## src/rtl/rxw_pkg.sv

```systemverilog
// Shared types for the serial receiver with wake monitor.
// Assumes nothing beyond a single clock domain for the consumers.
package rxw_pkg;

    // Receive framer phases
    typedef enum logic [1:0] {
        FR_IDLE  = 2'd0,
        FR_START = 2'd1,
        FR_DATA  = 2'd2,
        FR_STOP  = 2'd3
    } fr_state_t;

endpackage

```

## src/rtl/rxw_sync.sv

```systemverilog
// Brings the asynchronous line into the clock domain and reports edges.
// Assumes the line idles high; all stages reset to 1 so no false edge
// follows reset.
module rxw_sync #(
    parameter int STAGES = 2
) (
    input  logic clk,
    input  logic rst_n,
    input  logic line_in,
    output logic line_s,
    output logic line_fall,
    output logic line_rise
);

    logic [STAGES-1:0] sync_q;
    logic              prev_q;

    // Synchronizer chain and one-cycle history for edge detection
    always_ff @(posedge clk) begin
        if (!rst_n) begin
            sync_q <= '1;
            prev_q <= 1'b1;
        end else begin
            sync_q <= {sync_q[STAGES-2:0], line_in};
            prev_q <= sync_q[STAGES-1];
        end
    end

    assign line_s    = sync_q[STAGES-1];
    assign line_fall = prev_q & ~line_s;
    assign line_rise = ~prev_q & line_s;

endmodule

```

## src/rtl/rxw_frame.sv

```systemverilog
// Character framer: start validation at mid-bit, data shift LSB first,
// stop sampling. Assumes tick pulses at OSR times the bit rate and a
// synchronized line. 'inhibit' blocks any new start detection.
module rxw_frame
    import rxw_pkg::*;
#(
    parameter int DATA_W = 8,
    parameter int OSR    = 16
) (
    input  logic              clk,
    input  logic              rst_n,
    input  logic              tick,
    input  logic              line_s,
    input  logic              line_fall,
    input  logic              inhibit,
    output logic              busy,
    output logic              done,
    output logic [DATA_W-1:0] word,
    output logic              stop_ok
);

    localparam int CNT_W = $clog2(OSR);
    localparam int BIT_W = $clog2(DATA_W);
    localparam logic [CNT_W-1:0] MID_C  = CNT_W'(OSR/2 - 1);
    localparam logic [CNT_W-1:0] LAST_C = CNT_W'(OSR - 1);
    localparam logic [BIT_W-1:0] TOP_B  = BIT_W'(DATA_W - 1);

    fr_state_t         state_q;
    logic [CNT_W-1:0]  cnt_q;
    logic [BIT_W-1:0]  nbit_q;
    logic [DATA_W-1:0] shift_q;

    // Framer sequence: detect, validate, shift, sample stop
    always_ff @(posedge clk) begin
        if (!rst_n) begin
            state_q <= FR_IDLE;
            cnt_q   <= '0;
            nbit_q  <= '0;
            shift_q <= '0;
            done    <= 1'b0;
            stop_ok <= 1'b1;
        end else begin
            done <= 1'b0;
            case (state_q)
                FR_IDLE: begin
                    if (line_fall && !inhibit) begin
                        state_q <= FR_START;
                        cnt_q   <= '0;
                    end
                end
                FR_START: begin
                    if (tick) begin
                        if (cnt_q == MID_C) begin
                            cnt_q  <= '0;
                            nbit_q <= '0;
                            state_q <= line_s ? FR_IDLE : FR_DATA;
                        end else begin
                            cnt_q <= cnt_q + 1'b1;
                        end
                    end
                end
                FR_DATA: begin
                    if (tick) begin
                        if (cnt_q == LAST_C) begin
                            cnt_q   <= '0;
                            shift_q <= {line_s, shift_q[DATA_W-1:1]};
                            if (nbit_q == TOP_B) begin
                                state_q <= FR_STOP;
                            end else begin
                                nbit_q <= nbit_q + 1'b1;
                            end
                        end else begin
                            cnt_q <= cnt_q + 1'b1;
                        end
                    end
                end
                FR_STOP: begin
                    if (tick) begin
                        if (cnt_q == LAST_C) begin
                            cnt_q   <= '0;
                            done    <= 1'b1;
                            stop_ok <= line_s;
                            state_q <= FR_IDLE;
                        end else begin
                            cnt_q <= cnt_q + 1'b1;
                        end
                    end
                end
                default: state_q <= FR_IDLE;
            endcase
        end
    end

    assign busy = (state_q != FR_IDLE);
    assign word = shift_q;

endmodule

```

## src/rtl/rxw_wake.sv

```systemverilog
// Wake monitor: armed by software when the framer is idle, reports the
// first falling edge as a wake event, disarms on the next rising edge.
// Assumes edge pulses come from the synchronized line.
module rxw_wake (
    input  logic clk,
    input  logic rst_n,
    input  logic arm_req,
    input  logic rx_busy,
    input  logic line_fall,
    input  logic line_rise,
    output logic armed,
    output logic wake_evt
);

    logic fell_q;

    // Arm, wait for falling edge, then self-clear on the rising edge
    always_ff @(posedge clk) begin
        if (!rst_n) begin
            armed  <= 1'b0;
            fell_q <= 1'b0;
        end else if (!armed) begin
            if (arm_req && !rx_busy) begin
                armed  <= 1'b1;
                fell_q <= 1'b0;
            end
        end else if (!fell_q) begin
            if (line_fall) begin
                fell_q <= 1'b1;
            end
        end else if (line_rise) begin
            armed  <= 1'b0;
            fell_q <= 1'b0;
        end
    end

    assign wake_evt = armed & ~fell_q & line_fall;

endmodule

```

## src/rtl/uart_rx_wake.sv

```systemverilog
// Serial receiver top: synchronizer, framer, wake monitor and the
// software-visible holding registers. Assumes baud_tick is a one-cycle
// pulse at OSR times the bit rate and rd_strobe is a one-cycle pulse.
module uart_rx_wake #(
    parameter int DATA_W      = 8,
    parameter int OSR         = 16,
    parameter int SYNC_STAGES = 2
) (
    input  logic              clk,
    input  logic              rst_n,
    input  logic              rx_in,
    input  logic              baud_tick,
    input  logic              wake_set,
    output logic              wake_en,
    input  logic              rd_strobe,
    output logic [DATA_W-1:0] rd_data,
    output logic              rx_flag,
    output logic              rx_idle,
    output logic              frame_err
);

    logic              line_s, line_fall, line_rise;
    logic              fr_busy, fr_done, fr_stop_ok;
    logic [DATA_W-1:0] fr_word;
    logic              wake_evt;
    logic              armed;

    rxw_sync #(.STAGES(SYNC_STAGES)) i_sync (
        .clk       (clk),
        .rst_n     (rst_n),
        .line_in   (rx_in),
        .line_s    (line_s),
        .line_fall (line_fall),
        .line_rise (line_rise)
    );

    rxw_frame #(.DATA_W(DATA_W), .OSR(OSR)) i_frame (
        .clk       (clk),
        .rst_n     (rst_n),
        .tick      (baud_tick),
        .line_s    (line_s),
        .line_fall (line_fall),
        .inhibit   (armed | wake_set),
        .busy      (fr_busy),
        .done      (fr_done),
        .word      (fr_word),
        .stop_ok   (fr_stop_ok)
    );

    rxw_wake i_wake (
        .clk       (clk),
        .rst_n     (rst_n),
        .arm_req   (wake_set),
        .rx_busy   (fr_busy),
        .line_fall (line_fall),
        .line_rise (line_rise),
        .armed     (armed),
        .wake_evt  (wake_evt)
    );

    // Holding registers: new events take priority over a read
    always_ff @(posedge clk) begin
        if (!rst_n) begin
            rd_data   <= '0;
            rx_flag   <= 1'b0;
            frame_err <= 1'b0;
        end else if (fr_done) begin
            rd_data   <= fr_word;
            rx_flag   <= 1'b1;
            frame_err <= ~fr_stop_ok;
        end else if (wake_evt) begin
            rd_data   <= '0;
            rx_flag   <= 1'b1;
        end else if (rd_strobe) begin
            rx_flag   <= 1'b0;
            frame_err <= 1'b0;
        end
    end

    assign wake_en = armed;
    assign rx_idle = ~fr_busy;

endmodule

```

## config.mk

```make
export PLATFORM = sky130hd
export DESIGN_NAME = uart_rx_wake
export DESIGN_NICKNAME = d
export VERILOG_FILES = /design/src/rtl/rxw_pkg.sv /design/src/rtl/rxw_sync.sv /design/src/rtl/rxw_frame.sv /design/src/rtl/rxw_wake.sv /design/src/rtl/uart_rx_wake.sv
export SDC_FILE = /design/constraint.sdc
export NUM_CORES = 1
export LEC_CHECK = 0
export BUFFER_PORTS_ARGS = -buffer_cell sky130_fd_sc_hd__buf_2
export CAP_MARGIN = 10
export CORE_UTILIZATION = 40
export CTS_BUF_LIST = sky130_fd_sc_hd__clkbuf_4 sky130_fd_sc_hd__clkbuf_8 sky130_fd_sc_hd__clkbuf_16
export DETAILED_ROUTE_END_ITERATION = 10
export GPL_TIMING_DRIVEN = 0
export HOLD_SLACK_MARGIN = 0.02
export PLACE_DENSITY = 0.7
export REMOVE_ABC_BUFFERS = 1
export SKIP_CTS_REPAIR_TIMING = 1
export SLEW_MARGIN = 20
export SYNTH_ARGS = -nofsm -noshare
export SYNTH_HDL_FRONTEND = slang
export SYNTH_SLANG_ARGS = --single-unit
```

## constraint.sdc

```tcl
create_clock -name clk -period 1.4 [get_ports clk]
set_input_delay 0.14 -clock clk [delete_from_list [all_inputs] [get_ports clk]]
set_output_delay 0.14 -clock clk [all_outputs]
set_load 0.05 [all_outputs]
```

==> run summary, run 1 <==
CP Data Required Time: 1620 ps
htree depth: 2
CTS tree: done
Die Y-Extent: 63.35 µm
VDD IR max: 562.2 µV
asr flop ratio synth: 0%
Die ar.: 4013 µm²
first-pass GRT wire length: 4623 µm
Pre-Repair DR Iteration Count: 4
PD cells: 1111 nW/µm²
Leak Pwr: 0.6531 nW
combinational share of power: 11.8%
status: finished, violations left
GP Congestion: 0.7997
initial antenna violation count: 0
total wire length: 2858 µm
Tmin final: 1430 ps
drt drc: 0
Std-Cell Rows: 21
Detail Route Antenna Nets: 0
grt total ovfl: 0
Arr. time, crit path: 1650 ps
startpoint types: register
FF+latch area: 693.2 µm²
Post-DP HPWL: 1789 µm
worst hold path class: primary input to register
Reg power frac: 51.0%
Port Buf Inserts: 17
Root Driver: clkbuf_8
flops & latches, synth: 34
Syn. warnings: 0
Num CTS Buffers: 5
# IOs: 18
CP cell instances: ha_4 -> nand4_4 -> or3_4 -> o31ai_4 -> mux2i_1
Iteration-0 DRC Markers: 49
Netlist Area Pre-Place: 1505 µm²
Pwr Total: 0.002046 W
fin nets: 184
Crit path max-delay family: simple AND/OR/NAND/NOR gates
max capacitance violation total: 0
worst relative slew slack: 61.74%
fillcell total: 308
fin worst setup slack: -29.87 ps
largest net degree at the start of global routing: 39
sequential area share after synthesis: 45.22%
crit-path max cell delay: 380 ps
clock sink count: 34
area of the multi-input gates: 830.8 µm²
Clock Path Buffers: 2
Switching Share: 27.07%
gate count of the mapped netlist: 153
CP bufs+invs: 0
largest fanout on the critical path: 5
Starting Density: 43.40%
crit path capture type: register
worst-skew pair later-pin latency: 290 ps
Final Hold Viols: 0
setup slack at placement: -172.9 ps
Avg Inst Size Synth: 9.838 µm²
FMAX: 0.6994 GHz
DR vias/cell: 5.099
Setup Viol. Count Final: 3
clock-pin slew of the registers on the worst-case setup and hold paths: 70 ps
ys flop type: dfxtp_1
Final Util: 53.07%
EDFF count, synth: 0
DR WL/cell: 12.87 µm
Core Box Area: 3468 µm²
WS Path Type: register to register
Clk pwr share: 37.2%
violated checks: setup timing
Die Width: 63.35 µm
Layout area overhead: 22.28%
worst slew pin tran: 573.8 ps
Fin Clk Skew: 2.204 ps
internal power: 0.001492 W
max-slew violations: 0
RSZ-0062 raised after global routing: yes
layout cells sized above 1: 29.55%
via count: 1132
slowest CP cell: or3_4
final worst-path cycle share: 102.1%
GRT Overall Usage: 15.63%
Unique masters post-synth: 38
vias in the first global route: 1045
NetSw: 0.0005538 W
diodes inserted: 0
[worst register-to-register path, cell delays in order (launching register included)]
cell	delay [ps]
dfxtp_4	370
ha_4	170
nand4_4	140
or3_4	380
o31ai_4	90
mux2i_1	220
[placed cells by master, fill, tap and decap left out, types with 2 or more instances in the layout]
cell,count
dfxtp_1,26
nor2b_1,18
buf_2,17
mux2i_1,13
nand2_1,13
a22oi_1,8
dfxtp_2,7
nor2_1,6
nand2b_1,6
clkbuf_8,6
inv_1,5
nand3_1,4
a21oi_1,4
buf_4,4
o21ai_0,3
and2_1,3
ha_4,3
nor2_4,2
nor3_1,2
[Yosys cell counts, drive strengths merged (2+ instances only)]
master | n | area [µm²]
a21boi | 2 | 15.02
dfxtp | 34 | 680.7
a21oi | 4 | 20.02
nand2 | 13 | 48.80
nor2 | 8 | 45.04
inv | 5 | 18.77
clkbuf | 5 | 18.77
buf | 3 | 17.52
ha | 3 | 37.54
and2 | 3 | 18.77
nand2b | 7 | 51.30
o21ai | 4 | 20.02
a22oi | 8 | 60.06
nand4 | 2 | 27.53
mux2i | 13 | 130.1
nor3 | 2 | 10.01
nand3 | 4 | 20.02
nor2b | 18 | 112.6
[state kept, by name, indices dropped and copies added, names as in the netlist, named ones only]
register,flops
i_frame.word,8
rd_data,8
i_frame.cnt_q,4
i_frame.nbit_q,3
i_sync.sync_q,2
frame_err,1
i_frame.done,1
i_frame.state_q,1
i_frame.stop_ok,1
i_sync.prev_q,1
i_wake.armed,1
i_wake.fell_q,1
rx_flag,1
[area by class of cell]
cell class	count	area share, %
inverters	5	1.020
flip-flops and latches	34	37.66
repair buffers	23	7.886
multi-input cells	106	45.14
clock inverters	2	0.6798
clock buffers	6	4.487
well taps	46	3.127
[cells by family after synthesis]
kind of cell,after synthesis,share of synthesized area (%)
and+or+nand+nor,61,24.69
DFF,34,45.22
AOI/OAI and AO/OA,28,14.63
buffers and inverters,13,3.658
muxes,13,8.645
adders and majority gates,4,3.159
[power by group through the flow]
stage | Clock [W] | Sequential [W] | Combinational (W)
final | 0.000760 | 0.00104 | 0.000241
after global routing | 0.000852 | 0.00105 | 0.000262
after global placement | 0 | 0.00105 | 0.000216
after detailed placement | 0 | 0.00106 | 0.000221
after CTS | 0.000789 | 0.00103 | 0.000222
after floorplan | 0 | 0.00106 | 0.000152
[metrics by stage]
step / cell area [µm²] / setup TNS [ps] / cells / hold WS [ps]
after detailed placement: 1612 / -1671 / 208 / 323.8
after CTS: 1707 / -1881 / 216 / 13.29
after global placement: 1612 / -1120 / 208 / 320.2
final: 1841 / -44.77 / 222 / 25.97
after global routing: 1841 / -300.2 / 222 / 25.45
after floorplan: 1469 / -206.0 / 145 / 209.7
[worst paths after layout]
check,cells past startpoint,end,slack [ps],start
hold reg to reg,1,i_sync.sync_q[1]$_SDFF_PN1_,430,i_sync.sync_q[0]$_SDFF_PN1_
hold / removal,2,i_sync.sync_q[0]$_SDFF_PN1_,30,rx_in
setup reg to reg,5,i_frame.nbit_q[1]$_SDFFE_PN0P_,-30,i_frame.cnt_q[0]$_SDFFE_PN0P_
setup / recovery,5,i_frame.nbit_q[1]$_SDFFE_PN0P_,-30,i_frame.cnt_q[0]$_SDFFE_PN0P_
[routing by layer]
layer	up-vias	GRT usage [%]	part of all wire, %
met5	-	0	0
met4	0	11.08	2.4
met3	6	6.703	3.4
met2	19	24.47	48
met1	528	16.76	47
li1	579	-	-
(Power assumes the default switching activity.)
==> run 2: changes to the inputs <==
PLACE_DENSITY = not set   (was 0.7)
PLACE_DENSITY_LB_ADDON = 0.05   (was not set)
==> run 2 against run 1 <==
Net effect: the flow still finishes with violations (setup timing); sequential power barely moved; count of clock-buffer cells in the layout decreased by 1; hold slack better by 5.2 ps; wire length is 6.8% lower; combinational power decreased by 5%; total power fell by 5.5%; sequential share of layout area increased by 1.3 points; cell area decreased by 3.1%; critical path type unchanged; critical endpoint is now i_frame.nbit_q[2]$_SDFFE_PN0P_; largest power group unchanged; highest routed layer unchanged.
==> run summary, run 2 (synthesis gave the netlist of run 1 again) <==
fillcell total: 356 (+16%)
Pre-Repair DR Iteration Count: 4 (unchanged)
WS Path Type: register to register
Leak Pwr: 0.6306 nW (-3.4%)
max capacitance violation total: 0 (unchanged)
DR WL/cell: 12.28 µm (-4.6%)
drt drc: 0 (unchanged)
fin worst setup slack: -21.53 ps (+8.336 ps)
FF-to-FF Start: i_frame.nbit_q[0]$_SDFFE_PN0P_
CP Data Required Time: 1610 ps (about the same)
status: finished, violations left
Root Driver: clkbuf_8
Num CTS Buffers: 5 (unchanged)
Die Y-Extent: 63.35 µm (unchanged)
post-route design area: 1784 µm² (-3.1%)
first-pass GRT wire length: 4671 µm (+1.0%)
GRT Overall Usage: 15.04% (-0.59 points)
startpoint types: register
Fin Clk Skew: 5.209 ps (+3.004 ps)
GP Congestion: 0.7517 (-6.0%)
Clock Path Buffers: 2 (unchanged)
placed cells: 208 (unchanged)
Arr. time, crit path: 1640 ps (about the same)
fin nets: 180 (-2.2%)
Setup Viol. Count Final: 2 (-1)
Port Buf Inserts: 17 (unchanged)
worst relative slew slack: 63.12% (+1.4 points)
PD cells: 1084 nW/µm² (-2.5%)
worst-skew pair later-pin latency: 280 ps (about the same)
worst slew pin tran: 553.2 ps (-20.65 ps)
VDD IR max: 662.2 µV (+18%)
Std-Cell Rows: 21 (unchanged)
Post-DP HPWL: 1797 µm (+0.48%)
Detail Route Antenna Nets: 0 (unchanged)
Tmin final: 1422 ps (-8.336 ps)
CP Launch Point: i_frame.nbit_q[0]$_SDFFE_PN0P_
# IOs: 18 (unchanged)
total wire length: 2665 µm (-6.8%)
Layout area overhead: 18.54%
crit path capture type: register
diodes inserted: 0 (unchanged)
layout cells sized above 1: 28.07% (-1.5 points)
commonest non-fill, non-tap cells in the layout: 26 x dfxtp_1, 18 x nor2b_1, 17 x buf_2
Hold Crit Start: rd_strobe
Core Box Area: 3468 µm² (unchanged)
Final Hold Viols: 0 (unchanged)
Iteration-0 DRC Markers: 41 (-16%)
commonest non-fill, non-tap cell in the layout: dfxtp_1
DR vias/cell: 5.124 (+0.50%)
max-slew violations: 0 (unchanged)
FMAX: 0.7035 GHz (+0.59%)
DP Area: 1612 µm² (unchanged)
Sum Neg Setup Slack: -33.77 ps (+11.00 ps)
vias in the first global route: 1072 (+2.6%)
largest net degree at the start of global routing: 39 (unchanged)
Die ar.: 4013 µm² (unchanged)
clock-pin slew of the registers on the worst-case setup and hold paths: 70 ps (about the same)
initial antenna violation count: 0 (unchanged)
final worst-path cycle share: 101.5% (-0.60 points)
htree depth: 2 (unchanged)
Starting Density: 43.40% (unchanged)
RSZ-0062 raised after global routing: yes
grt total ovfl: 0 (unchanged)
post-route insts no fill: 217 (-2.3%)
violated checks: setup timing
clock sink count: 34 (unchanged)
CTS tree: done
largest fanout on the critical path: 3 (-2)
Die Width: 63.35 µm (unchanged)
worst hold path class: primary input to register
via count: 1112 (-1.8%)
-- run 2: through the flow --
step | power, W | hold WS [ps] | setup WS (ps) | utilization (%)
after floorplan | 0.001215 | 209.7 | -56.90 | -
after global placement | 0.001279 | 322.2 | -135.0 | 46.46
after detailed placement | 0.001282 | 322.5 | -173.6 | 46.46
after CTS | 0.001948 | 25.38 | -189.6 | 48.74
after global routing | 0.002033 | 33.29 | -101.5 | 51.44
final | 0.001934 | 31.14 | -21.53 | 51.44
-- run 2: final cells by class --
class | count | area [µm²] | share of cell area (%)
clock inverters | 2 | 10.01 | 0.5610
inverters | 5 | 18.77 | 1.052
flip-flops and latches | 34 | 695.7 | 38.99
multi-input cells | 106 | 820.8 | 46.00
clock buffers | 5 | 68.82 | 3.857
well taps | 46 | 57.56 | 3.226
repair buffers | 19 | 112.6 | 6.311
-- run 2: path summary, 6_finish.rpt --
path | slack, ps | depth (start not counted) | to
worst max-delay path | -20 | 5 | i_frame.nbit_q[2]$_SDFFE_PN0P_
worst min-delay path | 30 | 2 | frame_err$_SDFFE_PN0P_
worst max register to register | -20 | 5 | i_frame.nbit_q[2]$_SDFFE_PN0P_
worst min register to register | 420 | 1 | i_sync.sync_q[1]$_SDFF_PN1_
-- run 2: worst max-delay path, cell delays in order, from the launching register on --
cell and delay [ps]:
dfxtp_2 330, ha_2 190, ha_4 160, or3_4 380
o31ai_4 90, mux2i_1 210
-- run 2: where the power goes --
part | total [W] | switching, W | internal (W)
clock | 0.000661 | 0.000328 | 0.000333
combinational | 0.000229 | 0.000138 | 0.0000917
sequential | 0.00104 | 0.0000486 | 0.000994
-- run 2: metal layers --
layer / global-route usage [%] / vias up / routed length (µm)
li1: - / 574 / -
met1: 17.58 / 510 / 1308
met2: 24.73 / 21 / 1199
met3: 3.623 / 7 / 92
met4: 8.807 / 0 / 63
met5: 0 / - / 0
==> run 3: changes to the inputs <==
BUFFER_PORTS_ARGS = not set   (was -buffer_cell sky130_fd_sc_hd__buf_2)
DONT_BUFFER_PORTS = 1   (was not set)
RECOVER_POWER = 25   (was not set)
==> run 3 against run 2 <==
Net effect: the run still ends with setup timing left; clock skew is 0.94 ps lower; hold slack worse by 22 ps; count of clock-buffer cells in the layout increased by 1; total power rose by 22%; via count fell by 4.9%; sequential power about the same; critical endpoint is now i_frame.nbit_q[1]$_SDFFE_PN0P_.
==> run summary, run 3 (synthesis gave the netlist of run 1 again) <==
status: finished, violations left
violated checks: setup timing
crit path capture type: register
Die Width: 63.35 µm (unchanged)
total wire length: 2870 µm (+7.7%)
crit-path max cell delay: 380 ps (about the same)
Pre-Repair DR Iteration Count: 4 (unchanged)
Detail Route Antenna Nets: 0 (unchanged)
WS Path Type: register to register
worst relative slew slack: 39.84% (-23 points)
clock sink count: 34 (unchanged)
commonest non-fill, non-tap cells in the layout: 25 x dfxtp_1, 18 x nor2b_1, 13 x nand2_1
vias in the first global route: 998 (-6.9%)
Hold Crit Start: rst_n
Num CTS Buffers: 5 (unchanged)
Setup Viol. Count Final: 3 (+1)
DR WL/cell: 14.14 µm (+15%)
clock-pin slew of the registers on the worst-case setup and hold paths: 70 ps (about the same)
diodes inserted: 0 (unchanged)
startpoint types: register
first-pass GRT wire length: 4540 µm (-2.8%)
fin worst setup slack: -38.53 ps (-17.00 ps)
final worst-path cycle share: 102.8% (+1.2 points)
# IOs: 18 (unchanged)
reg2reg setup slack: -40 ps (-20 ps)
Crit path max-delay family: simple AND/OR/NAND/NOR gates
CP Data Required Time: 1610 ps (about the same)
via count: 1058 (-4.9%)
VDD IR max: 703.5 µV (+6.2%)
largest net degree at the start of global routing: 39 (unchanged)
CP cell instances: ha_4 -> nand4_4 -> or3_4 -> o31ai_4 -> mux2i_1
Layout area overhead: 19.28%
largest fanout on the critical path: 5 (+2)
max-slew violations: 0 (unchanged)
PD cells: 1318 nW/µm² (+22%)
Final Util: 51.77% (+0.32 points)
Core Box Area: 3468 µm² (unchanged)
Std-Cell Rows: 21 (unchanged)
DR vias/cell: 5.212 (+1.7%)
Die Y-Extent: 63.35 µm (unchanged)
Pwr Total: 0.002367 W (+22%)
Leak Pwr: 0.5865 nW (-7.0%)
GRT Overall Usage: 14.75% (-0.29 points)
Root Driver: clkbuf_8
Iteration-0 DRC Markers: 33 (-20%)
htree depth: 2 (unchanged)
Sum Neg Setup Slack: -68.90 ps (-35.13 ps)
Clock Path Buffers: 2 (unchanged)
CTS tree: done
Tmin final: 1439 ps (+17.00 ps)
worst hold path class: primary input to register
drt drc: 0 (unchanged)
fin nets: 165 (-8.3%)
initial antenna violation count: 0 (unchanged)
Port Buf Inserts: 0 (-17)
layout cells sized above 1: 21.66% (-6.4 points)
GP Congestion: 0.7244 (-3.6%)
worst slew pin tran: 899.4 ps (+346.2 ps)
max capacitance violation total: 0 (unchanged)
Arr. time, crit path: 1650 ps (about the same)
CP Launch Point: i_frame.cnt_q[1]$_SDFFE_PN0P_
final hold slack: 9.448 ps (-21.69 ps)
slowest CP cell: or3_4
Die ar.: 4013 µm² (unchanged)
Final Hold Viols: 0 (unchanged)
Fin Clk Skew: 4.267 ps (-0.9419 ps)
Post-DP HPWL: 1815 µm (+1.0%)
RSZ-0062 raised after global routing: yes
CP bufs+invs: 0 (unchanged)
worst-skew pair later-pin latency: 280 ps (about the same)
commonest non-fill, non-tap cell in the layout: dfxtp_1
Starting Density: 43.40% (unchanged)
FMAX: 0.6952 GHz (-1.2%)
grt total ovfl: 0 (unchanged)
FF-to-FF Start: i_frame.cnt_q[1]$_SDFFE_PN0P_
==> run 3: cell count changes in the layout (fill, tap and decap cells not counted), moves of 2 or more <==
cell           change
buf_2             -17
dlygate4sd3_1      +3
bufinv_16          +2
clkinv_2           -2
==> run 3: layer usage <==
metal / part of all wire [%] / global-route usage [%] / vias to the layer above
met5: 0 / 0 / -
met4: 0.80 / 5.966 / 0
met3: 4.3 / 5.978 / 2
met2: 48 / 24.07 / 17
met1: 47 / 16.96 / 502
li1: - / - / 537
==> run 3: final cells by class <==
type                            count  area [µm²]
Clock buffer                        6       82.58
Clock inverter                      2       60.06
Fill cell                         338        1673
Inverter                            5       18.77
Multi-Input combinational cell    106       827.0
Sequential cell                    34       699.4
Tap cell                           46       57.56
Timing Repair Buffer                4       50.05
==> run 3: path summary, 6_finish.rpt <==
| path | end | cells past startpoint |
|---|---|---|
| setup reg to reg | i_frame.nbit_q[1]$_SDFFE_PN0P_ | 5 |
| hold / removal | i_frame.nbit_q[0]$_SDFFE_PN0P_ | 2 |
| setup / recovery | i_frame.nbit_q[1]$_SDFFE_PN0P_ | 5 |
| hold reg to reg | i_sync.sync_q[1]$_SDFF_PN1_ | 1 |
==> run 3: power breakdown <==
group          switching (W)  internal, W
registers          0.0000678     0.000993
logic               0.000114    0.0000926
clock network       0.000340     0.000759
total               0.000522      0.00184
==> run 3: stage by stage <==
stage | cell area (µm²) | setup slack (ps) | cells
floorplan | 1469 | -56.90 | 145
global placement | 1526 | -176.0 | 191
global route | 1795 | -107.0 | 203
detailed placement | 1526 | -201.6 | 191
finish | 1795 | -38.53 | 203
CTS | 1669 | -206.6 | 199
